[config.mk]
export PLATFORM = sky130hd
export DESIGN_NAME = dma_regport
export DESIGN_NICKNAME = d
export VERILOG_FILES = /design/src/rtl/dma_regport_pkg.sv /design/src/rtl/dma_regport_decode.sv /design/src/rtl/dma_regport_ctrl.sv /design/src/rtl/dma_regport.sv
export SDC_FILE = /design/constraint.sdc
export NUM_CORES = 1
export LEC_CHECK = 0
export ABC_AREA = 1
export BUFFER_PORTS_ARGS = -buffer_cell sky130_fd_sc_hd__buf_4
export CAP_MARGIN = 20
export CORE_UTILIZATION = 35
export CTS_CLUSTER_DIAMETER = 30
export DETAILED_ROUTE_END_ITERATION = 8
export PLACE_DENSITY_LB_ADDON = 0.25
export SYNTH_ARGS = -nofsm -noshare
export SYNTH_HDL_FRONTEND = slang
export SYNTH_SLANG_ARGS = --single-unit
[constraint.sdc]
create_clock -name clk_i -period 1.37 [get_ports clk_i]
set_input_delay 0.2055 -clock clk_i [delete_from_list [all_inputs] [get_ports clk_i]]
set_output_delay 0.2055 -clock clk_i [all_outputs]
set_load 0.01 [all_outputs]
[src/rtl/dma_regport_pkg.sv]
package dma_regport_pkg;
  typedef enum logic [3:0] {
    OFS_STATUS   = 4'd8,
    OFS_SREQ     = 4'd9,
    OFS_MASK_ONE = 4'd10,
    OFS_MODE     = 4'd11,
    OFS_CLR_PTR  = 4'd12,
    OFS_MCLR     = 4'd13,
    OFS_CLR_MASK = 4'd14,
    OFS_MASK_ALL = 4'd15
  } ofs_e;

  typedef struct packed {
    logic       chan_acc;
    logic [1:0] chan;
    logic       is_cnt;
    logic [3:0] ofs;
  } dec_t;
endpackage

[src/rtl/dma_regport_decode.sv]
module dma_regport_decode
  import dma_regport_pkg::*;
#(
  parameter int ADDR_W = 8
) (
  input  logic [ADDR_W-1:0] addr_i,
  output dec_t              dec_o
);
  always_comb begin
    dec_o.ofs      = addr_i[3:0];
    dec_o.chan_acc = ~addr_i[3];
    dec_o.chan     = addr_i[2:1];
    dec_o.is_cnt   = addr_i[0];
  end
endmodule

[src/rtl/dma_regport_ctrl.sv]
module dma_regport_ctrl
  import dma_regport_pkg::*;
#(
  parameter int NUM_CH = 4,
  parameter int DW     = 8,
  parameter int MODE_W = 6
) (
  input  logic                          clk_i,
  input  logic                          rst_ni,
  input  logic                          wr_i,
  input  logic                          rd_i,
  input  dec_t                          dec_i,
  input  logic [DW-1:0]                 wdata_i,
  input  logic [NUM_CH-1:0]             tc_i,
  input  logic                          tmp_ld_i,
  input  logic [DW-1:0]                 tmp_i,
  output logic                          ptr_o,
  output logic [NUM_CH-1:0]             mask_o,
  output logic [NUM_CH-1:0]             tc_st_o,
  output logic [DW-1:0]                 tmp_o,
  output logic [NUM_CH-1:0][MODE_W-1:0] mode_o,
  output logic [NUM_CH-1:0]             sreq_o
);
  localparam int CH_W = $clog2(NUM_CH);

  logic rd_eff, chan_hit, cmd_wr, mclr, clr_ptr, st_rd;
  logic [CH_W-1:0] wsel;

  assign rd_eff   = rd_i & ~wr_i;   // write wins when both strobes are high
  assign chan_hit = dec_i.chan_acc & (rd_eff | wr_i);
  assign cmd_wr   = wr_i & ~dec_i.chan_acc;
  assign mclr     = cmd_wr & (dec_i.ofs == OFS_MCLR);
  assign clr_ptr  = cmd_wr & (dec_i.ofs == OFS_CLR_PTR);
  assign st_rd    = rd_eff & (dec_i.ofs == OFS_STATUS);
  assign wsel     = wdata_i[CH_W-1:0];

  always_ff @(posedge clk_i or negedge rst_ni) begin
    if (!rst_ni)                ptr_o <= 1'b0;
    else if (mclr || clr_ptr)   ptr_o <= 1'b0;
    else if (chan_hit)          ptr_o <= ~ptr_o;
  end

  always_ff @(posedge clk_i or negedge rst_ni) begin
    if (!rst_ni) mask_o <= '1;
    else if (cmd_wr) begin
      unique case (dec_i.ofs)
        OFS_MCLR:     mask_o <= '1;
        OFS_CLR_MASK: mask_o <= '0;
        OFS_MASK_ALL: mask_o <= wdata_i[NUM_CH-1:0];
        OFS_MASK_ONE: mask_o[wsel] <= wdata_i[2];
        default: ;
      endcase
    end
  end

  always_ff @(posedge clk_i or negedge rst_ni) begin
    if (!rst_ni)    tc_st_o <= '0;
    else if (mclr)  tc_st_o <= '0;
    else if (st_rd) tc_st_o <= tc_i;
    else            tc_st_o <= tc_st_o | tc_i;
  end

  always_ff @(posedge clk_i or negedge rst_ni) begin
    if (!rst_ni)       tmp_o <= '0;
    else if (mclr)     tmp_o <= '0;
    else if (tmp_ld_i) tmp_o <= tmp_i;
  end

  always_ff @(posedge clk_i or negedge rst_ni) begin
    if (!rst_ni) begin
      mode_o <= '0;
      sreq_o <= '0;
    end else if (cmd_wr) begin
      if (dec_i.ofs == OFS_MODE) mode_o[wsel] <= wdata_i[DW-1:DW-MODE_W];
      if (dec_i.ofs == OFS_SREQ) sreq_o[wsel] <= wdata_i[2];
    end
  end


  ptr_toggle_chk: assert property (@(posedge clk_i) disable iff (!rst_ni)
    chan_hit |=> ptr_o != $past(ptr_o));

  ptr_hold_chk: assert property (@(posedge clk_i) disable iff (!rst_ni)
    !chan_hit && !mclr && !clr_ptr |=> $stable(ptr_o));

  mclr_state_chk: assert property (@(posedge clk_i) disable iff (!rst_ni)
    mclr |=> mask_o == '1 && !ptr_o && tc_st_o == '0 && tmp_o == '0);

  st_clear_chk: assert property (@(posedge clk_i) disable iff (!rst_ni)
    st_rd && tc_i == '0 |=> tc_st_o == '0);

  st_keep_chk: assert property (@(posedge clk_i) disable iff (!rst_ni)
    wr_i && !mclr |=> (tc_st_o & $past(tc_st_o)) == $past(tc_st_o));
endmodule

[src/rtl/dma_regport.sv]
module dma_regport
  import dma_regport_pkg::*;
#(
  parameter int ADDR_W = 8,
  parameter int NUM_CH = 4,
  parameter int DW     = 8,
  parameter int MODE_W = 6,
  localparam int CH_W  = $clog2(NUM_CH),
  localparam int WW    = 2 * DW
) (
  input  logic                 clk_i,
  input  logic                 rst_ni,
  input  logic [ADDR_W-1:0]    addr_i,
  input  logic                 rd_i,
  input  logic                 wr_i,
  input  logic [DW-1:0]        wdata_i,
  output logic [DW-1:0]        rdata_o,
  output logic                 ld_o,
  output logic [CH_W-1:0]      ld_chan_o,
  output logic                 ld_cnt_o,
  output logic                 ld_hi_o,
  output logic [DW-1:0]        ld_data_o,
  output logic [CH_W-1:0]      rd_chan_o,
  output logic                 rd_cnt_o,
  input  logic [WW-1:0]        rd_word_i,
  input  logic [NUM_CH-1:0]    tc_i,
  input  logic [NUM_CH-1:0]    dreq_i,
  input  logic                 tmp_ld_i,
  input  logic [DW-1:0]        tmp_i,
  output logic [NUM_CH-1:0]    mask_o,
  output logic [NUM_CH-1:0]    sreq_o,
  output logic [NUM_CH*MODE_W-1:0] mode_o,
  output logic                 ptr_o
);
  dec_t dec;
  logic [NUM_CH-1:0] tc_st;
  logic [DW-1:0] tmp_q;
  logic [NUM_CH-1:0][MODE_W-1:0] mode_q;

  dma_regport_decode #(.ADDR_W(ADDR_W)) u_dec (.addr_i(addr_i), .dec_o(dec));

  dma_regport_ctrl #(.NUM_CH(NUM_CH), .DW(DW), .MODE_W(MODE_W)) u_ctrl (
    .clk_i, .rst_ni, .wr_i, .rd_i, .dec_i(dec), .wdata_i, .tc_i,
    .tmp_ld_i, .tmp_i, .ptr_o, .mask_o, .tc_st_o(tc_st), .tmp_o(tmp_q),
    .mode_o(mode_q), .sreq_o
  );

  assign mode_o    = mode_q;
  assign rd_chan_o = dec.chan;
  assign rd_cnt_o  = dec.is_cnt;
  assign ld_chan_o = dec.chan;
  assign ld_cnt_o  = dec.is_cnt;
  assign ld_o      = wr_i & dec.chan_acc;
  assign ld_hi_o   = ptr_o;
  assign ld_data_o = wdata_i;

  always_comb begin
    rdata_o = '1;
    if (dec.chan_acc) rdata_o = ptr_o ? rd_word_i[WW-1:DW] : rd_word_i[DW-1:0];
    else begin
      case (dec.ofs)
        OFS_STATUS:   rdata_o = {dreq_i, tc_st};
        OFS_MASK_ONE: rdata_o = {{(DW-NUM_CH){1'b0}}, mask_o};
        OFS_MCLR:     rdata_o = tmp_q;
        default:      rdata_o = '1;
      endcase
    end
  end


  ld_only_on_write_chk: assert property (@(posedge clk_i) disable iff (!rst_ni)
    ld_o |-> wr_i && addr_i[3] == 1'b0);

  wo_read_ff_chk: assert property (@(posedge clk_i) disable iff (!rst_ni)
    rd_i && addr_i[3] && (addr_i[2:0] inside {3'd1, 3'd3, 3'd4, 3'd6, 3'd7})
    |-> rdata_o == 8'hFF);
endmodule

* After elaboration in Yosys (flattened, before gate mapping)
Index checks and enable logic that the tools add are counted.
** Storage, ports and cells
- Bits in registers :: 45
- Bits of input ports :: 53
- Output and inout bits :: 57
- Word-level logic and storage cells :: 56
** Operators by class
- Order comparisons :: 2
- Eq/ne operators :: 8
- Muxes and demuxes :: 17
- Bitwise gates (word level) :: 12
- Reduce and logical (&&, ||, !) cells :: 8
** Operators by type and width (number)
- == test 4 bit (second input constant) :: 8
- two-way mux 8 bit :: 4
- bitwise mux 24 bit :: 1
- one-hot mux 8 bit (3 select lines) :: 1
- one-hot mux 4 bit (4 select lines) :: 1
- demux 6 bit (select 2 bit) :: 1
- bitwise mux 4 bit :: 2
- two-way mux 4 bit :: 2
- bitwise AND 1 bit :: 7
- two-way mux 6 bit :: 1
- AND reduction 2 bit :: 3
- bitwise OR 4 bit :: 1
- nonzero test 2 bit :: 2
- nonzero test 4 bit :: 1
- less-than comparator 2 x 3 -> 1 bit (second input constant) :: 1
- two-way mux 1 bit :: 3
- inverter 1 bit :: 3
- demux 1 bit (select 2 bit) :: 1
- >= comparator 2 x 1 -> 1 bit (second input constant) :: 1
- logical AND 1 bit :: 1
- logical OR 1 bit :: 1
- bitwise OR 1 bit :: 1

* Logic depth before layout (Yosys ltp)
- Word-level depth :: 6
- Depth in mapped cells :: 9
- Mapped depth without buffers :: 8

* Cells and area by module
From an unflattened synthesis, not the netlist that was laid out.
** Second synthesis, totals
- Cells, all modules :: 343
- Area total of the unflattened synthesis :: 2671.3 µm²
** Modules (own cells, without submodules)
- dma_regport_ctrl :: times used 1, cells an instance 240, area each 2088.3 µm², sequential area each 1131.1 µm²
- dma_regport :: times used 1, cells an instance 95, area each 526.8 µm², sequential area each 0.0 µm²
- dma_regport_decode :: times used 1, cells an instance 8, area each 56.3 µm², sequential area each 0.0 µm²

* Worst setup path after synthesis
Ideal clock, no wire load.
- Path type :: reg2out
- Start :: register u_ctrl.ptr_o
- End :: output rdata_o[0]
- Arrival :: 1.105 ns
- Data required time :: 1.165 ns
- Setup slack :: 0.060 ns
- Cell stages (with the launch flop) :: 5
- Buffers on the path :: 1
- Path through :: dfrtp_1 > clkbuf_1 > inv_1 > o21ai_0 > nand2_1
** Between the ends
- Longest elaborated chain between the ends :: 2
** Ends and longest elaborated chain
- start: declaration :: RTL line dma_regport_ctrl.sv:17 : output logic ptr_o,
- start signal: assignment :: RTL line dma_regport_ctrl.sv:40 : else if (chan_hit) ptr_o <= ~ptr_o;
- two-way mux 8 bit (2 in series) :: RTL line dma_regport.sv:59 : if (dec.chan_acc) rdata_o = ptr_o ? rd_word_i[WW-1:DW] : rd_word_i[DW-1:0];
- end: declaration :: RTL line dma_regport.sv:17 : output logic [DW-1:0] rdata_o,
Every way passes these cells.

* Worst setup path in the final report
- Start :: register u_ctrl.ptr_o
- End :: output rdata_o[2]
The elaborated chain is that of the path after synthesis.

==> metrics.yaml <==
status: "finished with violations"
violations: "negative setup slack"
rsz0062_at_grt: "true"
wl_per_cell_um: 11.9
crit_path_end_kind: "output port"
clockBufferDepth: 2
fin_cells: 542
antenna_found_initial: 0
cp_cell_sequence: "buf_6, nor2_4, nor2_1, o21ai_1, nand2_1, buf_6"
worstMarginPinSlew_ns: 0.585
cpMostUsedCell: "buf_6"
max-vdd-ir-drop_mv: 0.569
fmax_mhz: 678
drtIter0Drc: 90
grt_start_max_net_pins: 46
start_util_pct: 36.6
p_leak_uw: 0.00189
area_growth_syn_to_layout_pct: 45.0
antenna_cells: 0
critPathLaunchType: "register"
synth_nets: 380
dp_cells: 526
clkTransAtPathRegs_ns: 0.09
register_area_mm2: 0.00113
n_fill_cell: 694
portBuffers: 105
place_hpwl_um: 4830
via_per_inst: 4.52
p_total_uw: 3970
die_w_um: 86.5
syn_area_per_cell_um2: 7.64
fin_util_pct: 53.0
setup_viol: 8
hold_path_depth: 3
finalMaxSlewViolations: 0
ys_ff_latch: 45
period_share_pct: 108
crit_required_ns: 1.16
vias: 2452
clk_latency_ns: 0.29
ios: 110
synth_cell_types: 26
routed_wl_um: 6430
slowest_delay_ns: 0.46
grt_remaining_overflow: 0
drive_gt1_share_pct: 40.4
grt_pass1_vias: 2302
ant_nets: 0
slowest_stage: "dfrtp_2"
die-area_mm2: 0.00748
yosysTopAreaCell: "dfrtp_1"
chipHeight_um: 86.5
cp_max_fo: 6
finClkSkew_ns: 0
yosysSeqAreaShare_pct: 45.3
ys_top_cells_by_area: "dfrtp_1, nand2_1, nand3_1"
cts_tree: "built"
layout.nets: 498
drc: 0
worst_slack_ns: -0.106
reg2reg_depth: 7
finalCriticalPeriod_ns: 1.48
final_cell_mix: "buf_4, nand2_1, dfrtp_1"
cap_viol_max_count: 0
syn_area_mm2: 0.00250
arrival_ns: 1.27
netlist.area_leader.share_pct: 41.1
cts_root_buf: "clkbuf_8"
drt-pass1-iter-count: 4
power.density_mw_per_mm2: 1100
synthCells: 327
gp_congestion: 0.863
track_usage_pct: 18.0
layout_commonest_cell: "buf_4"
relSlewSlack_pct: 61.0
clock-sinks: 45
rows: 30
finalHoldViolations: 0
tns_ns: -0.729
multi_input_area_mm2: 0.00111
grt_pass1_wl_um: 10600
critPathKind: "register to output port"
coreArea_mm2: 0.00683
yosysWarningCount: 0
htreeDepth: 2
min_path_type: "primary input to register"
cts_made_buffers: 5
==> synthesized netlist by cell type <==
cell / count
a21oi_1: 8
buf_1: 1
buf_2: 3
buf_4: 15
buf_6: 3
clkbuf_1: 2
clkinv_1: 2
dfrtp_1: 41
dfstp_2: 4
inv_1: 29
mux2_2: 7
nand2_1: 104
nand2_2: 3
nand2_4: 1
nand3_1: 24
nand4_1: 1
nor2_1: 32
nor2_2: 3
nor2_4: 2
nor3_1: 2
nor3_4: 1
o211ai_1: 1
o21ai_0: 12
o21ai_1: 19
o21ai_2: 6
xor2_1: 1
==> metrics by stage <==
stage          area [um^2]  hold WS, ns  setup WS [ns]
2_1_floorplan         2500      -0.0901         0.0597
3_3_place_gp          3400        0.251        -0.0439
3_5_place_dp          3400        0.242        -0.0702
4_1_cts               3600        0.114         -0.122
5_1_grt               3620        0.132         -0.205
6_report              3620        0.125         -0.106
==> routing by layer <==
metal / track usage (%) / share of wire, %
met2: 30.3 / 47
met5: 0 / 0
met1: 23.2 / 45
met3: 4.10 / 6.5
met4: 5.30 / 1.4
==> sequential cells by signal, summed over array words and instances, names as in the netlist <==
signal and count:
u_ctrl.mask_o 4, u_ctrl.ptr_o 1, u_ctrl.sreq_o 4, u_ctrl.tmp_o 8
u_ctrl.mode_o 24, u_ctrl.tc_st_o 4
==> timing repair <==
item	CTS	global route
hold buffers	1	0
pin swaps	15	5
setup buffers	7	0
resized for setup	20	9
endpoints found under the hold margin	41	0
setup endpoints to repair	8	8
==> path summary, 6_finish.rpt <==
kind	from	to	slack (ns)
setup reg to reg	u_ctrl.mask_o[1]	u_ctrl.mask_o[1]	0.28
max in group asynchronous	rst_ni	u_ctrl.ptr_o	0.51
setup / recovery	u_ctrl.ptr_o	rdata_o[2]	-0.11
hold reg to reg	u_ctrl.mode_o[22]	u_ctrl.mode_o[22]	0.49
min in group asynchronous	rst_ni	u_ctrl.tmp_o[0]	0.44
hold / removal	tc_i[0]	u_ctrl.tc_st_o[0]	0.12
==> cell families after synthesis <==
| logic type | synth area share [%] |
|---|---|
| AND/OR/NAND/NOR | 29.4 |
| buffers and inverters | 11.6 |
| AO/OA/AOI/OAI | 10.2 |
| flip-flops | 45.3 |
| multiplexers | 3.16 |
| XOR/XNOR | 0.351 |
==> power breakdown <==
part           internal, uW  switching [uW]  leakage [uW]
Combinational           759             687       0.00128
Clock                   368             476     0.0000447
Sequential             1550             138      0.000556
Total                  2670            1300       0.00188
==> layout make-up <==
cell class	instances	share of cell area (%)
Sequential cell	45	31.3
Clock buffer	5	1.90
Inverter	31	3.21
Tap cell	96	3.32
Timing Repair Buffer	135	28.9
Multi-Input combinational cell	227	30.7
Clock inverter	3	0.691
==> critical path: cells and delay by family (launching register included) <==
family	cells	cell delay, ns
simple gates	3	0.18
compound gates	1	0.08
buf+inv	2	0.26
flops	1	0.46
Power figures use the tool's default switching activity.
